==> config.mk <==
export PLATFORM = sky130hd
export DESIGN_NAME = baud_tick_gen
export DESIGN_NICKNAME = d
export VERILOG_FILES = /design/src/rtl/bg_pkg.sv /design/src/rtl/bg_div_decode.sv /design/src/rtl/bg_frac_accum.sv /design/src/rtl/bg_phase_count.sv /design/src/rtl/baud_tick_gen.sv
export SDC_FILE = /design/constraint.sdc
export NUM_CORES = 1
export LEC_CHECK = 0
export CAP_MARGIN = 20
export CORE_MARGIN = 1
export CORE_UTILIZATION = 55
export CTS_CLUSTER_SIZE = 8
export DETAILED_ROUTE_END_ITERATION = 6
export PLACE_DENSITY_LB_ADDON = 0.1
export SYNTH_ARGS = -nofsm -noshare
export SYNTH_HDL_FRONTEND = slang
export SYNTH_SLANG_ARGS = --single-unit
export TNS_END_PERCENT = 50
==> constraint.sdc <==
create_clock -name clk -period 4.2 [get_ports clk]
set_clock_uncertainty 0.2 [all_clocks]
set_input_delay 0.42 -clock clk [delete_from_list [all_inputs] [get_ports clk]]
set_output_delay 0.42 -clock clk [all_outputs]
set_load 0.02 [all_outputs]
==> src/rtl/bg_pkg.sv <==
package bg_pkg;
   typedef enum logic {
      OS_X16 = 1'b0,
      OS_X8  = 1'b1
   } os_mode_e;

   localparam int unsigned MIN_DIV   = 16;
   localparam int unsigned STEP_W    = 5;
   localparam int unsigned IDX_W     = 4;
endpackage

==> src/rtl/bg_div_decode.sv <==
module bg_div_decode
   import bg_pkg::*;
#(
   parameter int unsigned DIV_W  = 16,
   parameter bit          OS8_EN = 1'b1
) (
   input  logic [DIV_W-1:0]  div_reg,
   input  os_mode_e          mode,
   output logic [DIV_W-1:0]  eff_div,
   output logic [STEP_W-1:0] step,
   output logic              valid
);
   logic [DIV_W-1:0] packed_x8;
   logic             x8_sel;
   logic             fmt_ok;

   generate
      if (OS8_EN) begin : g_dual
         // rebuild the 8x divisor: high part kept, low nibble stored >>1
         assign packed_x8 = {div_reg[DIV_W-1:4], div_reg[2:0], 1'b0};
         assign x8_sel    = (mode == OS_X8);
         assign fmt_ok    = !(x8_sel && div_reg[3]);
      end else begin : g_x16_only
         assign packed_x8 = div_reg;
         assign x8_sel    = 1'b0;
         assign fmt_ok    = 1'b1;
      end
   endgenerate

   always_comb begin
      eff_div = x8_sel ? packed_x8 : div_reg;
      step    = x8_sel ? STEP_W'(8) : STEP_W'(16);
      valid   = fmt_ok && (eff_div >= DIV_W'(MIN_DIV));
   end
endmodule

==> src/rtl/bg_frac_accum.sv <==
module bg_frac_accum
   import bg_pkg::*;
#(
   parameter int unsigned DIV_W = 16
) (
   input  logic              clk,
   input  logic              rst_n,
   input  logic              run,
   input  logic [STEP_W-1:0] step,
   input  logic [DIV_W-1:0]  div,
   output logic              hit
);
   localparam int unsigned SUM_W = DIV_W + 1;

   logic [DIV_W-1:0] acc_q;
   logic [SUM_W-1:0] sum;
   logic [SUM_W-1:0] wrapped;

   always_comb begin
      sum     = {1'b0, acc_q} + SUM_W'(step);
      hit     = run && (sum >= {1'b0, div});
      wrapped = sum - {1'b0, div};
   end

   always_ff @(posedge clk or negedge rst_n) begin
      if (!rst_n) begin
         acc_q <= '0;
      end else if (!run) begin
         acc_q <= '0;
      end else if (hit) begin
         acc_q <= wrapped[DIV_W-1:0];
      end else begin
         acc_q <= sum[DIV_W-1:0];
      end
   end

   // residue must stay below the divisor while running
   p_acc_below_div_r6: assert property (@(posedge clk) disable iff (!rst_n)
      run |-> (acc_q < div) || $changed(div));
endmodule

==> src/rtl/bg_phase_count.sv <==
module bg_phase_count
   import bg_pkg::*;
(
   input  logic              clk,
   input  logic              rst_n,
   input  logic              run,
   input  logic              hit,
   input  logic [STEP_W-1:0] step,
   output logic              sample_tick,
   output logic              bit_tick,
   output logic [IDX_W-1:0]  sample_idx
);
   logic [IDX_W-1:0] last_idx;
   logic             at_end;

   always_comb begin
      last_idx = IDX_W'(step - STEP_W'(1));
      at_end   = (sample_idx >= last_idx);
   end

   always_ff @(posedge clk or negedge rst_n) begin
      if (!rst_n) begin
         sample_tick <= 1'b0;
         bit_tick    <= 1'b0;
         sample_idx  <= '0;
      end else if (!run) begin
         sample_tick <= 1'b0;
         bit_tick    <= 1'b0;
         sample_idx  <= '0;
      end else begin
         sample_tick <= hit;
         bit_tick    <= hit && at_end;
         if (hit) begin
            sample_idx <= at_end ? '0 : sample_idx + IDX_W'(1);
         end
      end
   end

   // a bit strobe is always also a sample strobe
   p_bit_needs_sample_r5: assert property (@(posedge clk) disable iff (!rst_n)
      bit_tick |-> sample_tick);
   // the index is back at zero whenever a bit ends
   p_idx_zero_at_bit_r5: assert property (@(posedge clk) disable iff (!rst_n)
      bit_tick |-> (sample_idx == '0));
   // a stopped generator is silent and parked on the next edge
   p_quiet_when_stopped_r8: assert property (@(posedge clk) disable iff (!rst_n)
      !run |=> (!sample_tick && !bit_tick && sample_idx == '0));
   // the index only moves on a sample strobe
   p_idx_moves_on_tick_r4: assert property (@(posedge clk) disable iff (!rst_n)
      (run && !hit) |=> $stable(sample_idx));
endmodule

==> src/rtl/baud_tick_gen.sv <==
module baud_tick_gen
   import bg_pkg::*;
#(
   parameter int unsigned DIV_W  = 16,
   parameter bit          OS8_EN = 1'b1
) (
   input  logic             clk,
   input  logic             rst_n,
   input  logic             en,
   input  logic             os_mode,
   input  logic [DIV_W-1:0] div_reg,
   output logic             sample_tick,
   output logic             bit_tick,
   output logic [3:0]       sample_idx
);
   generate
      if (DIV_W < 5) begin : g_bad_width
         $error("baud_tick_gen: DIV_W must hold the minimum divisor of 16");
      end
   endgenerate

   logic [DIV_W-1:0]  eff_div;
   logic [STEP_W-1:0] step;
   logic              div_ok;
   logic              run;
   logic              hit;
   os_mode_e          mode;

   assign mode = os_mode_e'(os_mode);
   assign run  = en && div_ok;

   bg_div_decode #(.DIV_W(DIV_W), .OS8_EN(OS8_EN)) u_decode (
      .div_reg (div_reg),
      .mode    (mode),
      .eff_div (eff_div),
      .step    (step),
      .valid   (div_ok)
   );

   bg_frac_accum #(.DIV_W(DIV_W)) u_accum (
      .clk   (clk),
      .rst_n (rst_n),
      .run   (run),
      .step  (step),
      .div   (eff_div),
      .hit   (hit)
   );

   bg_phase_count u_phase (
      .clk         (clk),
      .rst_n       (rst_n),
      .run         (run),
      .hit         (hit),
      .step        (step),
      .sample_tick (sample_tick),
      .bit_tick    (bit_tick),
      .sample_idx  (sample_idx)
   );

   // an invalid register leaves the strobes silent on the next edge
   p_invalid_silent_r6: assert property (@(posedge clk) disable iff (!rst_n)
      !div_ok |=> !sample_tick);
   // 8x form with bit 3 set is never accepted
   p_x8_bit3_rejected_r7: assert property (@(posedge clk) disable iff (!rst_n)
      (OS8_EN && os_mode && div_reg[3]) |-> !div_ok);
endmodule

==> impl_metrics.json <==
{
  "antenna_found_initial": 0,
  "synth.mux.area_fraction_pct": 1.35,
  "post-synth-top-area-fraction_pct": 24.7,
  "p_per_area_mw_per_mm2": 220,
  "peakVddDrop_uv": 239,
  "grt_pass1_vias": 2033,
  "cts_tree": "done",
  "synth_top_family_by_area": "compound AO/OA/AOI/OAI gates",
  "yosysWarnings": 0,
  "synth_common_cells": "a21oi_1, dfrtp_1, inv_1, nand3_1, ha_1",
  "synth_edf_count": 0,
  "instances_no_fill": 345,
  "hold_path_class": "input port to async pin",
  "startpoint_type": "input port",
  "outcome": "finished, final reports clean",
  "synth_ff_type": "dfrtp_1",
  "clockBufferDepth": 2,
  "synth_nets": 308,
  "multiInputGateArea_mm2": 0.00153,
  "drc": 0,
  "endpoint_kind": "flip-flop",
  "area_growth_pct": 19.1,
  "postCtsResizedCells": 0,
  "dpl_cell_area_mm2": 0.00255,
  "worstPathRequired_ns": 4.20,
  "rsz0062_at_grt": "false",
  "vias": 2250,
  "die_x_um": 65.6,
  "cts_num_sinks": 22,
  "hold_violations": 0,
  "maxCapViolations": 0,
  "place_congestion": 0.928,
  "vias_per_cell": 6.52,
  "seq_area_um2": 551,
  "p_leak_nw": 1.19,
  "grt_use_total_pct": 30.1,
  "stdcell_area_mm2": 0.00265,
  "final_util_pct": 70.3,
  "clk_pin_slew_ns": 0.09,
  "first_pass_iters": 5,
  "drive_gt1_share_pct": 9.76,
  "drv_slew": 0,
  "netlist_area_mm2": 0.00223,
  "nets": 340,
  "start_util_pct": 59.1,
  "die_h_um": 65.6,
  "diodes": 0,
  "setup_slack_ns": 0.305,
  "post_cts_buffers": 0,
  "avgSynthCellArea_um2": 8.37,
  "clk_latency_ns": 0.28,
  "yosys.area_share.simple_pct": 21.4,
  "ant_nets": 0,
  "syn_inst": 266,
  "grt_overflow": 0,
  "slew_headroom_pct": 56.4,
  "htree_levels": 1,
  "cts_buffers": 3,
  "io_pins": 26,
  "ys_seq_elements": 22,
  "wl_per_cell_um": 17.4,
  "synth_area_leaders": "dfrtp_1, ha_1, xnor2_1, a21oi_1, nand3_1",
  "crit_type": "input port to flip-flop",
  "post-route-period-util_pct": 92.7,
  "max_slew.worst_pin.slew_ns": 0.654,
  "hold_buffers": 0,
  "preCtsSetupSlack_ns": 0.0688,
  "row_count": 22,
  "grt_pass1_wl_mm": 9.76,
  "max_freq_mhz": 257,
  "placed_cells": 340,
  "cts_root_buf": "clkbuf_8",
  "fillers": 313,
  "ff2ff_setup_slack_ns": 0.57,
  "cp_max_fo": 5,
  "grt_max_degree": 23,
  "synth_cell_types": 59,
  "core-area_mm2": 0.00377,
  "period_needed_ns": 3.89,
  "synthXorXnorAreaFrac_pct": 8.26,
  "fin_setup_tns_ns": 0,
  "synthArstFlopShare_pct": 100,
  "ys_seq_area_share_pct": 24.7,
  "port_buffers": 25,
  "synth_fa_ha_area_share_pct": 13.0,
  "yosys.area.top_type": "dfrtp_1",
  "dp_hpwl_mm": 4.55,
  "dr.first_iter.drc_count": 153,
  "finalSetupViolations": 0,
  "synth_compound_area_share_pct": 24.6,
  "worst_ep_arrival_time_ns": 3.90,
  "drt_wl_total_mm": 5.99,
  "die-area_mm2": 0.00431
}
==> critical path, stage by stage <==
cell and delay (ns):
clkdlybuf4s50_1 0.45, ha_1 0.25, fa_1 0.47, nand4_1 0.19, nor2_1 0.08, xor2_1 0.17
ha_1 0.38, nand3_1 0.14, nor3_2 0.24, and4_4 0.31, o31ai_4 0.09, buf_4 0.17
or4_1 0.46, nand3_1 0.07
==> power breakdown <==
group	switching, mW	total [mW]	internal (mW)	leakage [nW]
Sequential	0.00251	0.217	0.214	0.306
Combinational	0.0901	0.163	0.0728	0.852
Clock	0.0763	0.204	0.128	0.0357
Total	0.169	0.584	0.415	1.19
==> state kept, by name, summed over array words and instances, names as in the netlist <==
name / flops
u_phase.bit_tick: 1
u_accum.acc_q: 16
u_phase.sample_tick: 1
u_phase.sample_idx: 4
==> area by class of cell <==
cell class / instances / area share [%]
inverters: 22 / 3.11
multi-input cells: 212 / 57.6
clock buffers: 3 / 1.56
flip-flops and latches: 22 / 20.8
well taps: 48 / 2.26
clock inverters: 1 / 1.13
repair buffers: 37 / 13.6
==> cell usage in the layout, fill, tap and decap left out, drive strengths merged, types with 3 or more instances in the layout <==
| cell type | count |
|---|---|
| nand3 | 21 |
| o22ai | 4 |
| nand2 | 15 |
| nor3 | 8 |
| ha | 20 |
| o21ai | 15 |
| o21bai | 3 |
| buf | 12 |
| inv | 22 |
| a21oi | 22 |
| dfrtp | 22 |
| and3 | 6 |
| clkbuf | 3 |
| o21a | 4 |
| nand4 | 9 |
| a21o | 3 |
| xor2 | 5 |
| xnor2 | 16 |
| nor2 | 13 |
| mux2i | 3 |
| o31ai | 7 |
| clkdlybuf4s50 | 25 |
| a211oi | 4 |
| or4 | 4 |
| and4 | 3 |
==> metrics by stage <==
step | hold slack [ns] | power [mW]
after CTS | 0.326 | 0.580
final | 0.166 | 0.584
after global routing | 0.177 | 0.608
after floorplan | -0.0756 | 0.325
after global placement | 0.296 | 0.375
after detailed placement | 0.309 | 0.378
==> layer usage <==
layer,track usage [%],up-vias,part of all wire [%]
li1,-,1061,-
met1,40.5,1051,44
met2,48.2,122,47
met3,4.34,16,7.5
met4,11.4,0,2.3
met5,0,-,0
==> cell families (layout without fill, tap and decap cells) <==
family | after synthesis | in the layout
and+or+nand+nor | 88 | 88
AOI/OAI and AO/OA | 78 | 78
buffers and inverters | 32 | 63
adders and majority gates | 22 | 22
DFF | 22 | 22
xor gates and xnor gates | 21 | 21
muxes | 3 | 3
==> final timing paths <==
path / startpoint / end / cells past startpoint
setup reg to reg: u_accum.acc_q[3] / u_accum.acc_q[11] / 13
min in group clk: u_accum.acc_q[0] / u_accum.acc_q[0] / 2
hold / removal: rst_n / u_accum.acc_q[6] / 1
setup / recovery: os_mode / u_accum.acc_q[11] / 14
max in group asynchronous: rst_n / u_accum.acc_q[15] / 2
hold reg to reg: u_accum.acc_q[0] / u_accum.acc_q[0] / 2
No activity file was read; power rests on OpenSTA's default activity.
